File: config.mk
export PLATFORM = sky130hd
export DESIGN_NAME = preamble_timing_sync
export DESIGN_NICKNAME = d
export VERILOG_FILES = /design/src/rtl/psync_pkg.sv /design/src/rtl/psync_thr_cmp.sv /design/src/rtl/psync_dly.sv /design/src/rtl/psync_peak_sel.sv /design/src/rtl/preamble_timing_sync.sv
export SDC_FILE = /design/constraint.sdc
export NUM_CORES = 1
export LEC_CHECK = 0
export ABC_AREA = 1
export ABC_CLOCK_PERIOD_IN_PS = 8600
export BUFFER_PORTS_ARGS = -buffer_cell sky130_fd_sc_hd__buf_2
export CELL_PAD_IN_SITES_DETAIL_PLACEMENT = 1
export CELL_PAD_IN_SITES_GLOBAL_PLACEMENT = 2
export CORE_AREA = 2 2 321 323
export CTS_BUF_LIST = sky130_fd_sc_hd__clkbuf_2
export CTS_CLUSTER_SIZE = 28
export DETAILED_ROUTE_END_ITERATION = 16
export DIE_AREA = 0 0 323 325
export HOLD_SLACK_MARGIN = 0.08
export PLACE_DENSITY = 0.94
export SYNTH_ARGS = -nofsm -noshare
export SYNTH_HDL_FRONTEND = slang
export SYNTH_SLANG_ARGS = --single-unit
File: constraint.sdc
create_clock -name clk -period 8.6 [get_ports clk]
set_input_delay 0.43 -clock clk [delete_from_list [all_inputs] [get_ports clk]]
set_output_delay 0.43 -clock clk [all_outputs]
set_load 0.02 [all_outputs]
File: src/rtl/psync_pkg.sv
package psync_pkg;
    typedef enum logic [1:0] {
        ST_IDLE   = 2'd0,
        ST_COUNT  = 2'd1,
        ST_SEARCH = 2'd2,
        ST_DONE   = 2'd3
    } psync_state_e;
endpackage

File: src/rtl/psync_thr_cmp.sv
module psync_thr_cmp #(
    parameter int MAG_W    = 16,
    parameter int NRG_W    = 16,
    parameter int THR_W    = 5,
    parameter int THR_FRAC = 4
) (
    input  logic [MAG_W-1:0] mag_i,
    input  logic [NRG_W-1:0] nrg_i,
    input  logic [THR_W-1:0] thr_i,
    output logic             hit_o
);
    localparam int PROD_W = NRG_W + THR_W;
    localparam int LHS_W  = MAG_W + THR_FRAC;
    localparam int CMP_W  = ((PROD_W > LHS_W) ? PROD_W : LHS_W) + 1;

    logic [PROD_W-1:0] part [THR_W];
    logic [PROD_W-1:0] prod;

    // one shifted copy of the metric per set threshold bit
    for (genvar k = 0; k < THR_W; k++) begin : g_part
        assign part[k] = thr_i[k] ? (PROD_W'(nrg_i) << k) : '0;
    end

    always_comb begin
        prod = '0;
        for (int k = 0; k < THR_W; k++) begin
            prod = prod + part[k];
        end
    end

    assign hit_o = (CMP_W'(mag_i) << THR_FRAC) > CMP_W'(prod);
endmodule

File: src/rtl/psync_dly.sv
module psync_dly #(
    parameter int W     = 16,
    parameter int DEPTH = 64
) (
    input  logic         clk,
    input  logic         rst_n,
    input  logic         en,
    input  logic [W-1:0] din,
    output logic [W-1:0] dout
);
    logic [W-1:0] stage_q [DEPTH];

    for (genvar k = 0; k < DEPTH; k++) begin : g_stage
        if (k == 0) begin : g_head
            always_ff @(posedge clk or negedge rst_n) begin
                if (!rst_n)  stage_q[k] <= '0;
                else if (en) stage_q[k] <= din;
            end
        end else begin : g_body
            always_ff @(posedge clk or negedge rst_n) begin
                if (!rst_n)  stage_q[k] <= '0;
                else if (en) stage_q[k] <= stage_q[k-1];
            end
        end
    end

    assign dout = stage_q[DEPTH-1];
endmodule

File: src/rtl/psync_peak_sel.sv
module psync_peak_sel #(
    parameter int SUM_W = 17
) (
    input  logic             first_i,
    input  logic [SUM_W-1:0] cand_i,
    input  logic [SUM_W-1:0] best_i,
    output logic             take_o
);
    // strict compare: a tie leaves the earlier sample in place
    assign take_o = first_i || (cand_i > best_i);
endmodule

File: src/rtl/preamble_timing_sync.sv
module preamble_timing_sync
    import psync_pkg::*;
#(
    parameter int MAG_W    = 16,
    parameter int NRG_W    = 16,
    parameter int THR_W    = 5,
    parameter int THR_FRAC = 4,
    parameter int PERIOD   = 64,
    parameter int RUN_LEN  = 4,
    parameter int IDX_W    = 16
) (
    input  logic             clk,
    input  logic             rst_n,
    input  logic             smp_vld,
    input  logic [MAG_W-1:0] auto_mag,
    input  logic [NRG_W-1:0] nrg_metric,
    input  logic [THR_W-1:0] thr_frac,
    input  logic             rearm,
    output logic             detect_pulse,
    output logic             timing_vld,
    output logic [IDX_W-1:0] timing_idx
);
    localparam int SUM_W = NRG_W + 1;
    localparam int WIN_W = (PERIOD > 1) ? $clog2(PERIOD) : 1;
    localparam int RUN_W = $clog2(RUN_LEN + 1);
    localparam int HLF_W = ((MAG_W > NRG_W) ? MAG_W : NRG_W) + 2;
    localparam logic [THR_W-1:0] THR_HALF = THR_W'(1 << (THR_FRAC - 1));

    typedef struct packed {
        psync_state_e     state;
        logic [RUN_W-1:0] run;
        logic [WIN_W-1:0] win;
        logic [IDX_W-1:0] cnt;
        logic [SUM_W-1:0] best;
        logic [IDX_W-1:0] best_idx;
        logic             det;
        logic             tvld;
        logic [IDX_W-1:0] idx;
    } psync_reg_t;

    psync_reg_t r_q, r_d;

    logic             hit;
    logic [NRG_W-1:0] nrg_old;
    logic [SUM_W-1:0] cand;
    logic             take;

    psync_thr_cmp #(
        .MAG_W(MAG_W), .NRG_W(NRG_W), .THR_W(THR_W), .THR_FRAC(THR_FRAC)
    ) u_thr (
        .mag_i(auto_mag), .nrg_i(nrg_metric), .thr_i(thr_frac), .hit_o(hit)
    );

    psync_dly #(.W(NRG_W), .DEPTH(PERIOD)) u_dly (
        .clk(clk), .rst_n(rst_n), .en(smp_vld), .din(nrg_metric), .dout(nrg_old)
    );

    assign cand = SUM_W'(nrg_metric) + SUM_W'(nrg_old);

    psync_peak_sel #(.SUM_W(SUM_W)) u_peak (
        .first_i(r_q.win == '0), .cand_i(cand), .best_i(r_q.best), .take_o(take)
    );

    always_comb begin
        r_d      = r_q;
        r_d.det  = 1'b0;
        r_d.tvld = 1'b0;
        if (smp_vld) begin
            r_d.cnt = r_q.cnt + 1'b1;
        end
        unique case (r_q.state)
            ST_IDLE, ST_COUNT: begin
                if (smp_vld) begin
                    if (hit) begin
                        if (r_q.run == RUN_W'(RUN_LEN - 1)) begin
                            r_d.state = ST_SEARCH;
                            r_d.run   = '0;
                            r_d.win   = '0;
                            r_d.det   = 1'b1;
                        end else begin
                            r_d.state = ST_COUNT;
                            r_d.run   = r_q.run + 1'b1;
                        end
                    end else begin
                        r_d.state = ST_IDLE;
                        r_d.run   = '0;
                    end
                end
            end
            ST_SEARCH: begin
                if (smp_vld) begin
                    if (take) begin
                        r_d.best     = cand;
                        r_d.best_idx = r_q.cnt;
                    end
                    if (r_q.win == WIN_W'(PERIOD - 1)) begin
                        r_d.state = ST_DONE;
                        r_d.tvld  = 1'b1;
                        r_d.idx   = take ? r_q.cnt : r_q.best_idx;
                    end else begin
                        r_d.win = r_q.win + 1'b1;
                    end
                end
            end
            ST_DONE: begin
                if (rearm) begin
                    r_d.state = ST_IDLE;
                    r_d.run   = '0;
                end
            end
            default: r_d.state = ST_IDLE;
        endcase
    end

    always_ff @(posedge clk or negedge rst_n) begin
        if (!rst_n) r_q <= '0;
        else        r_q <= r_d;
    end

    assign detect_pulse = r_q.det;
    assign timing_vld   = r_q.tvld;
    assign timing_idx   = r_q.idx;

    // detection is a single-cycle pulse and follows a captured hit
    p_det_single_r3: assert property (@(posedge clk) disable iff (!rst_n)
        detect_pulse |=> !detect_pulse);
    p_det_after_hit_r3: assert property (@(posedge clk) disable iff (!rst_n)
        detect_pulse |-> $past(smp_vld && hit));
    p_det_opens_search_r5: assert property (@(posedge clk) disable iff (!rst_n)
        detect_pulse |-> (r_q.state == ST_SEARCH));
    // timing result only on entry to the reported state
    p_tvld_single_r5: assert property (@(posedge clk) disable iff (!rst_n)
        timing_vld |-> (r_q.state == ST_DONE) && $past(r_q.state == ST_SEARCH));
    // held index, no detection while waiting for rearm
    p_idx_hold_r9: assert property (@(posedge clk) disable iff (!rst_n)
        !timing_vld |-> $stable(timing_idx));
    p_no_det_done_r9: assert property (@(posedge clk) disable iff (!rst_n)
        (r_q.state == ST_DONE) |=> !detect_pulse);
    // rearm outside the reported state does not move the FSM to idle by itself
    p_rearm_ignored_r10: assert property (@(posedge clk) disable iff (!rst_n)
        (rearm && !smp_vld && r_q.state == ST_COUNT) |=> (r_q.state == ST_COUNT));
    // a half threshold behaves as one shift
    p_half_shift_r11: assert property (@(posedge clk) disable iff (!rst_n)
        (thr_frac == THR_HALF) |->
            (hit == ((HLF_W'(auto_mag) << 1) > HLF_W'(nrg_metric))));
endmodule

==> flow_metrics.env <==
export IMPL_setup_viol=0
export IMPL_synth_edf_count=0
export IMPL_timing_hold_ws_ns=0.3027
export IMPL_cts_repair_resized=0
export IMPL_seq_area_frac_synth_pct=60.75
export IMPL_insertion_delay_ns=1.50
export IMPL_die_area_um2=105000
export IMPL_r2r_cells=21
export IMPL_synth_area_top_cells="dfrtp_1 (61%), nand2_1 (14%), o21ai_0 (9.3%)"
export IMPL_numCtsBuffers=301
export IMPL_drtIter0Drc=1848
export IMPL_grt_max_degree=251
export IMPL_hold_class="in2async"
export IMPL_io_pins=59
export IMPL_wl_per_cell_um=14.00
export IMPL_rows=117
export IMPL_synth_avg_cell_area_um2=9.143
export IMPL_power_density_nw_per_um2=242.7
export IMPL_end_kind="flop"
export IMPL_firstDrtPassIters=5
export IMPL_startpoint_type="input pin"
export IMPL_worst_setup_path_type="in2reg"
export IMPL_synth_cells=4965
export IMPL_hold_viol_final=0
export IMPL_synth_commonest_cells="nand2_1 (1698), dfrtp_1 (1102), o21ai_0 (841)"
export IMPL_placed_cell_area_um2=46530
export IMPL_synthSimpleGateAreaFrac_pct=16.06
export IMPL_io_buffers=58
export IMPL_first_global_vias=34750
export IMPL_r2r_end="r_q[19]$_DFFE_PN0P_"
export IMPL_syn_area_um2=45400
export IMPL_dr_total_vias=32270
export IMPL_synth_top_cell_area_share_pct=60.75
export IMPL_slew_viol_final=0
export IMPL_synth_top_flop_cell="dfrtp_1"
export IMPL_async_flop_share_pct=100.0
export IMPL_fmax_ghz=0.1339
export IMPL_synth_fa_ha_area_share_pct=4.134
export IMPL_p_total_mw=12.05
export IMPL_power_leakage_nw=25.57
export IMPL_finalWirelength_um=93730
export IMPL_viasPerCell=4.821
export IMPL_route_met3_wl_um=3062
export IMPL_slew_headroom_pct=26.12
export IMPL_drive_gt1_share_pct=10.47
export IMPL_min_period_ns=7.469
export IMPL_synth_most_common_cell="nand2_1"
export IMPL_drc_errors=0
export IMPL_grt_antenna_before_repair=2
export IMPL_cts_buffer_depth=4
export IMPL_post_route_period_util_pct=86.85
export IMPL_start_util_pct=44.81
export IMPL_rsz0062_at_grt="false"
export IMPL_worst_slew_pin_slew_ns=1.108
export IMPL_dr_wl_met2_um=43710
export IMPL_nets=5311
export IMPL_syn_to_final_growth_pct=9.330
export IMPL_grt_pass1_wl_um=165600
export IMPL_slowest_delay_ns=0.63
export IMPL_die_y_um=325
export IMPL_postLayoutCellArea_um2=49630
export IMPL_die_w_um=323
export IMPL_yosys_warnings=0
export IMPL_synth_mux_area_share_pct=0
export IMPL_wl_met1_um=44760
export IMPL_crit_path_max_fanout=7
export IMPL_tns_ns=0
export IMPL_gp_congestion=0.7910
export IMPL_yosysTopAreaCell="dfrtp_1"
export IMPL_coreArea_um2=101300
export IMPL_synth_top_family_by_area="simple AND/OR/NAND/NOR gates"
export IMPL_htree_num_levels=5
export IMPL_maxCapViolCount=0
export IMPL_clockRootBuffer="clkbuf_2"
export IMPL_skew_ns=0.1520
export IMPL_synth_distinct_cells=44
export IMPL_clock_sinks=1102
export IMPL_synth_xor_area_share_pct=0.8296
export IMPL_syn_num_nets=5129
export IMPL_arrival_ns=8.81
export IMPL_cts_tree="done"
export IMPL_hpwl_um=54770
export IMPL_grtUsageTotal_pct=18.59
export IMPL_synth_compound_area_share_pct=10.34
export IMPL_cp_data_required_time_ns=9.94
export IMPL_overflow=0
export IMPL_clkTransAtPathRegs_ns=0.10
export IMPL_top_layer="met4"
export IMPL_regToRegSetupSlack_ns=4.12
export IMPL_ir_drop_uv=106.6
export IMPL_crit_path_top_delay_cell="dlygate4sd3_1"
export IMPL_r2r_start="u_dly.dout[0]$_DFFE_PN0P_"
export IMPL_synth_seq_cells=1102
export IMPL_drtAntennaViolNets=0
export IMPL_status="finished clean"
-- cell families (layout without fill, tap and decap cells) --
kind of cell,count (synthesis),count (layout)
buffers and inverters,903,1260
xor gates and xnor gates,43,43
and+or+nand+nor,1866,1866
AOI/OAI and AO/OA,928,928
adders and majority gates,123,123
DFF,1102,1102
other,0,3
-- per-layer routing --
metal / vias up / GRT usage [%]
met5: - / 0
met4: 0 / 7.017
met3: 179 / 3.929
met2: 410 / 29.53
met1: 15860 / 25.10
li1: 15820 / -
-- flip-flops by register name, indices dropped and copies added, names as in the netlist --
name and flops:
detect_pulse 1, r_q 60, timing_vld 1, u_dly.stage_q 1008
u_dly.dout 16, timing_idx 16
-- how the worst max path moves through the flow --
| stage | cells after the start | endpoint | from |
|---|---|---|---|
| after floorplan | 28 | r_q[67]$_DFFE_PN0P_ | thr_frac[4] |
| after global placement | 26 | r_q[69]$_DFFE_PN0P_ | thr_frac[3] |
| after detailed placement | 26 | r_q[68]$_DFFE_PN0P_ | thr_frac[3] |
| after CTS | 31 | r_q[68]$_DFFE_PN0P_ | nrg_metric[5] |
| after global routing | 30 | r_q[70]$_DFFE_PN0P_ | nrg_metric[5] |
| final | 30 | r_q[71]$_DFFE_PN0P_ | nrg_metric[5] |
-- per-stage QoR --
step | setup WS (ns) | utilization (%) | cells
global placement | 3.050 | 45.94 | 6148
detailed placement | 2.973 | 45.94 | 6148
CTS | 1.470 | 48.99 | 6690
floorplan | 3.473 | - | 4965
global route | 0.9403 | 48.99 | 6693
finish | 1.131 | 48.99 | 6693
-- worst max-delay path, delay by kind of cell --
kind                       cells  cell delay [ns]
adders and majority gates      5             2.21
and+or+nand+nor               10             0.84
buffers and inverters          9             4.26
xor gates and xnor gates       1             0.14
AOI/OAI and AO/OA              5             0.93
-- power breakdown --
part / leakage [nW] / internal (mW) / total (mW) / switching, mW
Combinational: 9.10 / 0.769 / 2.14 / 1.37
Sequential: 14.5 / 6.03 / 6.43 / 0.406
Clock: 1.93 / 1.40 / 3.48 / 2.07
Total: 25.6 / 8.20 / 12.0 / 3.84
-- cell usage in the layout (no fill, tap or decap), drive strengths merged, types with 2 or more instances in the layout --
cell	synthesis	final
a21oi	44	44
diode	0	3
nor2	42	42
o21bai	4	4
clkbuf	171	431
or2	2	2
buf	96	84
a21o	6	6
xnor2	6	6
clkinv	1	35
dfrtp	1102	1102
nor4	2	2
nand3	84	84
o22ai	2	2
fa	45	45
nand4	7	7
nand2	1709	1709
o21ai	865	865
xor2	37	37
ha	78	78
a31oi	3	3
bufinv	0	3
inv	635	645
nor3b	3	3
dlygate4sd3	0	62
and3	3	3
nor3	12	12
-- final cells by class --
class	count	area [um^2]
Inverter	636	2405
Fill cell	12050	51670
Sequential cell	1102	27580
Clock buffer	431	2157
Antenna cell	3	7.507
Tap cell	1368	1712
Clock inverter	47	257.7
Multi-Input combinational cell	2960	14240
Timing Repair Buffer	146	1279
-- what timing repair did --
item                      in CTS  in global routing
hold buffers                  64                  0
hold endpoints to repair    1208                  0
setup buffers                  0                  0
No activity file was read; power rests on OpenSTA's default activity.
